## src/rtl/sts_pkg.sv

```systemverilog
// Package: shared encodings for the status pin controller.
// Assumes: completion kinds arrive on a 2-bit field.
package sts_pkg;
    typedef enum logic [1:0] {
        KIND_PROG   = 2'd0,
        KIND_ERASE  = 2'd1,
        KIND_LKSET  = 2'd2,
        KIND_LKCLR  = 2'd3
    } done_kind_e;

    localparam int MODE_W = 2;
    localparam logic [MODE_W-1:0] MODE_LEVEL = '0;
endpackage

```

## src/rtl/sts_cfg_seq.sv

```systemverilog
// Module: two-write configuration sequencer for the status pin.
// Holds the pin mode and the two sticky error flags. A setup byte arms
// the sequencer; the next write is the confirm and is always consumed.
// Assumes: cmd_we is a single-cycle strobe per write.
module sts_cfg_seq
    import sts_pkg::*;
#(
    parameter logic [7:0] SETUP_CODE = 8'hB8,
    parameter int         MAX_CODE   = 3
) (
    input  logic              clk,
    input  logic              rst_n,
    input  logic              cmd_we,
    input  logic [7:0]        cmd_data,
    input  logic              wsm_busy,
    input  logic              wsm_susp,
    output logic [MODE_W-1:0] mode_q,
    output logic              cfg_load,
    output logic              err4_q,
    output logic              err5_q
);
    logic armed_q;
    logic confirm;
    logic bad_code;
    logic blocked;
    logic reject;

    // Decode the confirm write and its acceptance conditions.
    always_comb begin
        confirm  = cmd_we && armed_q;
        bad_code = (cmd_data > 8'(MAX_CODE));
        blocked  = wsm_busy || wsm_susp;
        reject   = confirm && (bad_code || blocked);
        cfg_load = confirm && !bad_code && !blocked;
    end

    // Track whether a setup write is waiting for its confirm.
    always_ff @(posedge clk) begin
        if (!rst_n)
            armed_q <= 1'b0;
        else if (cmd_we)
            armed_q <= !armed_q && (cmd_data == SETUP_CODE);
    end

    // Hold the pin mode; only an accepted confirm changes it.
    always_ff @(posedge clk) begin
        if (!rst_n)
            mode_q <= MODE_LEVEL;
        else if (cfg_load)
            mode_q <= cmd_data[MODE_W-1:0];
    end

    // Sticky error flags, raised by a rejected confirm.
    always_ff @(posedge clk) begin
        if (!rst_n) begin
            err4_q <= 1'b0;
            err5_q <= 1'b0;
        end else if (reject) begin
            err4_q <= 1'b1;
            err5_q <= 1'b1;
        end
    end


    bad_code_sets_err_chk: assert property (@(posedge clk) disable iff (!rst_n)
        (cmd_we && armed_q && cmd_data > 8'(MAX_CODE)) |=> (err4_q && err5_q && $stable(mode_q)));

    blocked_confirm_dropped_chk: assert property (@(posedge clk) disable iff (!rst_n)
        (cmd_we && armed_q && (wsm_busy || wsm_susp)) |=> ($stable(mode_q) && err4_q && err5_q));

    stray_write_ignored_chk: assert property (@(posedge clk) disable iff (!rst_n)
        (cmd_we && !armed_q && cmd_data != SETUP_CODE) |=> ($stable(mode_q) && $stable(err4_q) && $stable(err5_q)));

    err_sticky_chk: assert property (@(posedge clk) disable iff (!rst_n)
        (err4_q || err5_q) |=> (err4_q && err5_q));
endmodule

```

## src/rtl/sts_pulse_timer.sv

```systemverilog
// Module: completion pulse timer for the pulse modes.
// Loads PULSE_LEN when an enabled completion arrives and counts down.
// Mode bit 0 gates erase completions, bit 1 gates program completions.
// Assumes: lock-bit completions are never pulse sources.
module sts_pulse_timer
    import sts_pkg::*;
#(
    parameter int PULSE_LEN = 4,
    localparam int CNT_W    = $clog2(PULSE_LEN + 1)
) (
    input  logic              clk,
    input  logic              rst_n,
    input  logic [MODE_W-1:0] mode,
    input  logic              cfg_load,
    input  logic              done_vld,
    input  logic [1:0]        done_kind,
    output logic              pulse_on
);
    logic [CNT_W-1:0] cnt_q;
    logic             fire;

    // Decide whether this completion is an enabled pulse source.
    always_comb begin
        unique case (done_kind_e'(done_kind))
            KIND_PROG:  fire = done_vld && mode[1];
            KIND_ERASE: fire = done_vld && mode[0];
            default:    fire = 1'b0;
        endcase
    end

    // Pulse length counter; a new configuration clears any pulse.
    always_ff @(posedge clk) begin
        if (!rst_n)
            cnt_q <= '0;
        else if (cfg_load)
            cnt_q <= '0;
        else if (fire)
            cnt_q <= CNT_W'(PULSE_LEN);
        else if (cnt_q != '0)
            cnt_q <= cnt_q - 1'b1;
    end

    assign pulse_on = (cnt_q != '0);


    lock_never_pulses_chk: assert property (@(posedge clk) disable iff (!rst_n)
        (done_vld && done_kind[1] && cnt_q == '0) |=> (cnt_q == '0));

    pulse_bounded_chk: assert property (@(posedge clk) disable iff (!rst_n)
        cnt_q <= CNT_W'(PULSE_LEN));

    pulse_counts_down_chk: assert property (@(posedge clk) disable iff (!rst_n)
        (cnt_q != '0 && !done_vld && !cfg_load) |=> (cnt_q == $past(cnt_q) - 1'b1));
endmodule

```

## src/rtl/sts_pin_ctrl.sv

```systemverilog
// Module: top of the configurable ready/busy interrupt pin.
// Level mode: pin follows ready-or-suspended. Pulse modes: pin rests
// high and goes low while a completion pulse is running.
// Assumes: synchronous active-low reset, single clock domain.
module sts_pin_ctrl
    import sts_pkg::*;
#(
    parameter int         PULSE_LEN  = 4,
    parameter logic [7:0] SETUP_CODE = 8'hB8
) (
    input  logic       clk,
    input  logic       rst_n,
    input  logic       cmd_we,
    input  logic [7:0] cmd_data,
    input  logic       wsm_busy,
    input  logic       wsm_susp,
    input  logic       done_vld,
    input  logic [1:0] done_kind,
    output logic       sts_o,
    output logic       sr_bit4_o,
    output logic       sr_bit5_o
);
    logic [MODE_W-1:0] mode;
    logic              cfg_load;
    logic              pulse_on;

    sts_cfg_seq #(
        .SETUP_CODE (SETUP_CODE),
        .MAX_CODE   (3)
    ) seq_i (
        .clk      (clk),
        .rst_n    (rst_n),
        .cmd_we   (cmd_we),
        .cmd_data (cmd_data),
        .wsm_busy (wsm_busy),
        .wsm_susp (wsm_susp),
        .mode_q   (mode),
        .cfg_load (cfg_load),
        .err4_q   (sr_bit4_o),
        .err5_q   (sr_bit5_o)
    );

    sts_pulse_timer #(
        .PULSE_LEN (PULSE_LEN)
    ) tmr_i (
        .clk       (clk),
        .rst_n     (rst_n),
        .mode      (mode),
        .cfg_load  (cfg_load),
        .done_vld  (done_vld),
        .done_kind (done_kind),
        .pulse_on  (pulse_on)
    );

    // Select the pin level from the active mode.
    always_comb begin
        if (mode == MODE_LEVEL)
            sts_o = !wsm_busy || wsm_susp;
        else
            sts_o = !pulse_on;
    end


    level_follows_busy_chk: assert property (@(posedge clk) disable iff (!rst_n)
        (mode == MODE_LEVEL && wsm_busy && !wsm_susp) |-> !sts_o);

    pulse_rests_high_chk: assert property (@(posedge clk) disable iff (!rst_n)
        (mode != MODE_LEVEL && !pulse_on) |-> sts_o);
endmodule

```

## config.mk

```make
export PLATFORM = sky130hd
export DESIGN_NAME = sts_pin_ctrl
export DESIGN_NICKNAME = d
export VERILOG_FILES = /design/src/rtl/sts_pkg.sv /design/src/rtl/sts_cfg_seq.sv /design/src/rtl/sts_pulse_timer.sv /design/src/rtl/sts_pin_ctrl.sv
export SDC_FILE = /design/constraint.sdc
export NUM_CORES = 1
export LEC_CHECK = 0
export BUFFER_PORTS_ARGS = -buffer_cell sky130_fd_sc_hd__clkbuf_2
export CORE_AREA = 5 5 42 44
export CTS_BUF_LIST = sky130_fd_sc_hd__clkbuf_4 sky130_fd_sc_hd__clkbuf_8 sky130_fd_sc_hd__clkbuf_16
export DETAILED_ROUTE_END_ITERATION = 16
export DIE_AREA = 0 0 47 49
export PLACE_DENSITY_LB_ADDON = 0.2
export REMOVE_ABC_BUFFERS = 1
export SETUP_SLACK_MARGIN = 0.1
export SLEW_MARGIN = 20
export SYNTH_ARGS = -nofsm -noshare
export SYNTH_HDL_FRONTEND = slang
export SYNTH_SLANG_ARGS = --single-unit
export TNS_END_PERCENT = 20
```

## constraint.sdc

```tcl
create_clock -name clk -period 1.29 [get_ports clk]
set_clock_uncertainty 0.2 [all_clocks]
set_input_delay 0.0645 -clock clk [delete_from_list [all_inputs] [get_ports clk]]
set_output_delay 0.0645 -clock clk [all_outputs]
set_load 0.02 [all_outputs]
```

==> results.md <==
* Hold Crit Start: cmd_we
* Worst Slack Setup Final at -0.0885 ns
* Crit Path Class: reg2out
* Post-Syn Area per Cell at 10.1 µm²
* H-tree depth at 1
* Insertion delay of the later-clocked pin in the worst-skew pair at 0.25 ns
* Core ar. at 0.00140 mm²
* Synthesis Warnings at 0
* Chip Height at 49 µm
* Crit path required time at 1.03 ns
* Largest family of logic cells by synthesized area: simple AND/OR/NAND/NOR gates
* Post-synthesis cell type count at 22
* P&R area growth vs syn at 66.1%
* Buffers on Ports at 18
* Failing checks: setup timing
* DRC errors left at 0
* Clock slew at reported path FFs at 0.05 ns
* Fin nets at 97
* Final Hold Fails at 0
* Synth Cell Area at 443 µm²
* Layout cells sized above 1 at 0.526
* Initial core utilization at 0.316
* Post-synth top cells: dfxtp_1, nand2_1, mux2i_1
* DR WL/cell at 10.9 µm
* Status: complete, but fails checks
* Simple-gate area share of the yosys netlist at 0.376
* Worst R2R Start: tmr_i.cnt_q[0]
* CTS buffer count at 3
* Final setup fails at 4
* Final min period at 1.38 ns
* CTS tree: yes
* Synth async-reset ratio at 0
* Via Count at 444
* Post-synth EDFFs at 0
* Critical Path Source Type: register
* Clock Sinks at 7
* Final number of max-transition violations at 0
* CP max stage delay at 0.31 ns
* Root Driver: clkbuf_4
* Post-route ant nets at 0
* Post-Synth XOR/XNOR Area at 0.0198
* Post-synthesis mux area share at 0.0904
* Critical path's top delay family: flip-flops
* Gr ovfl total at 0
* Crit-path slowest cell: dfxtp_2
* Total Wirelength at 1020 µm
* Overall Power at 982 µW
* Largest net degree at the start of global routing at 10
* Yosys reg bits at 7
* Seq/Total Area, Yosys at 0.316
* Leak pwr at 0.349 nW
* Global-route wire length before repair at 1550 µm
* Post-synthesis compound-gate area fraction at 0.0904
* GP Congestion at 0.675
* Die Wd at 47 µm
* Fmax at 0.725 GHz
* Die area at 0.00230 mm²
* Initial DRT Pass Iterations at 2
* Pwr Density at 1340 mW/mm²
* Area after DPL at 587 µm²
* Critical Path End Type: primary output
* Unrepaired setup endpoints after global routing: yes
* Worst Path Max Fanout at 3
* Worst EP arrival at 1.11 ns
* Post-Synth Adder-Cell Area at 0.0565
* Rows at 14
* Most common cell in the netlist: dfxtp_1
* Avg Vias per Cell at 4.72
* Vias in the first global route at 408
* Max IR drop VDD at 0.632 mV
* Measured slew at the worst slew-check pin at 0.303 ns
* CP bufs+invs at 2
* Top cells by area, synth: dfxtp_1, nor4_4, mux2i_1
* Worst Setup SP: tmr_i.cnt_q[0]
* Max-Cap Viols at 0
* Top cell type's share of synthesized area at 0.316
* Max Buffers Root-to-Sink at 2
* TNS Setup at -0.210 ns
* Initial antenna violation count at 0
* Hold WC Path Type: in2reg
* Final period util at 1.07
* Iteration-0 DRC Markers at 1
* Layout Cell Area excl Fill at 736 µm²
* Main flop type after synthesis: dfxtp_1
* Syn Inst Count at 44
* Worst slew margin at 0.796
* Fin util at 0.525
* Crit-path cells: inv_2 -> ha_4 -> nand2b_4 -> o21ai_1 -> buf_4
* N_diodes at 0
* Gr usage total at 0.0989
* Ports at 19
* Yosys top cell by area: dfxtp_1
-- repair_timing --
action                     CTS  global route
hold buffers                 6             0
setup endpoints to repair    4             7
hold endpoints to repair     7             0
resized for setup            9             6
setup buffers                1             1
pin swaps                    0             3
-- placed cells by master, fill, tap and decap left out, types with 2 or more instances in the layout --
master / n
mux2i_1: 4
nor2b_1: 2
dlygate4sd3_1: 5
clkbuf_2: 17
dfxtp_2: 2
nand2_1: 5
and4b_1: 2
dfxtp_1: 5
nor4_4: 2
nor3b_1: 2
clkbuf_4: 4
buf_4: 9
o21a_1: 2
-- cell families after synthesis --
group / after synthesis
XOR/XNOR: 1
buffers and inverters: 5
AO/OA/AOI/OAI: 6
adder cells (fa/ha/maj): 2
AND/OR/NAND/NOR: 19
flip-flops: 7
multiplexers: 4
-- worst register-to-register path: cells and delay by family, from the launching register on --
kind                       cells  cell delay (ns)
xor gates and xnor gates       1             0.12
adders and majority gates      1             0.15
buffers and inverters          2             0.22
DFF                            1             0.31
and+or+nand+nor                2             0.24
-- final cells by class --
class / count / area [µm²]
clock buffers: 4 / 30.0
fillers: 148 / 666
inverters: 3 / 13.8
multi-input cells: 32 / 314
flip-flops and latches: 7 / 143
well taps: 16 / 20.0
repair buffers: 32 / 215
-- sequential cells by signal, summed over array words and instances (netlist names) --
| signal | flops |
|---|---|
| seq_i.armed_q | 1 |
| seq_i.err4_q | 1 |
| tmr_i.cnt_q | 3 |
| seq_i.mode_q | 2 |
-- power by group --
part / internal, mW / switching, mW / total, mW
registers: 0.261 / 0.0218 / 0.283
clock network: 0.139 / 0.0764 / 0.215
logic: 0.302 / 0.182 / 0.484
total: 0.702 / 0.280 / 0.982
-- final timing paths --
path	slack (ns)	endpoint	cells past startpoint
max	-0.09	sts_o	5
min	0.02	seq_i.err4_q	4
max reg2reg	-0.06	tmr_i.cnt_q[0]	6
min reg2reg	0.29	seq_i.err4_q	1
-- layer usage --
layer,track usage,part of all wire,vias to the layer above
met5,0,0,-
met4,0.0829,0.035,0
met3,0.0369,0.062,4
met2,0.158,0.55,13
met1,0.0933,0.35,199
li1,-,-,228
-- stage by stage --
stage               setup slack, ns  hold slack [ns]  cells
CTS                          -0.114          0.00744     93
detailed placement          -0.0701            0.125     82
floorplan                    -0.109          -0.0180     42
finish                      -0.0885           0.0171     94
global placement            -0.0709            0.127     82
global route                 -0.133           0.0410     94
Note: power is estimated with default switching activity, not from simulation.
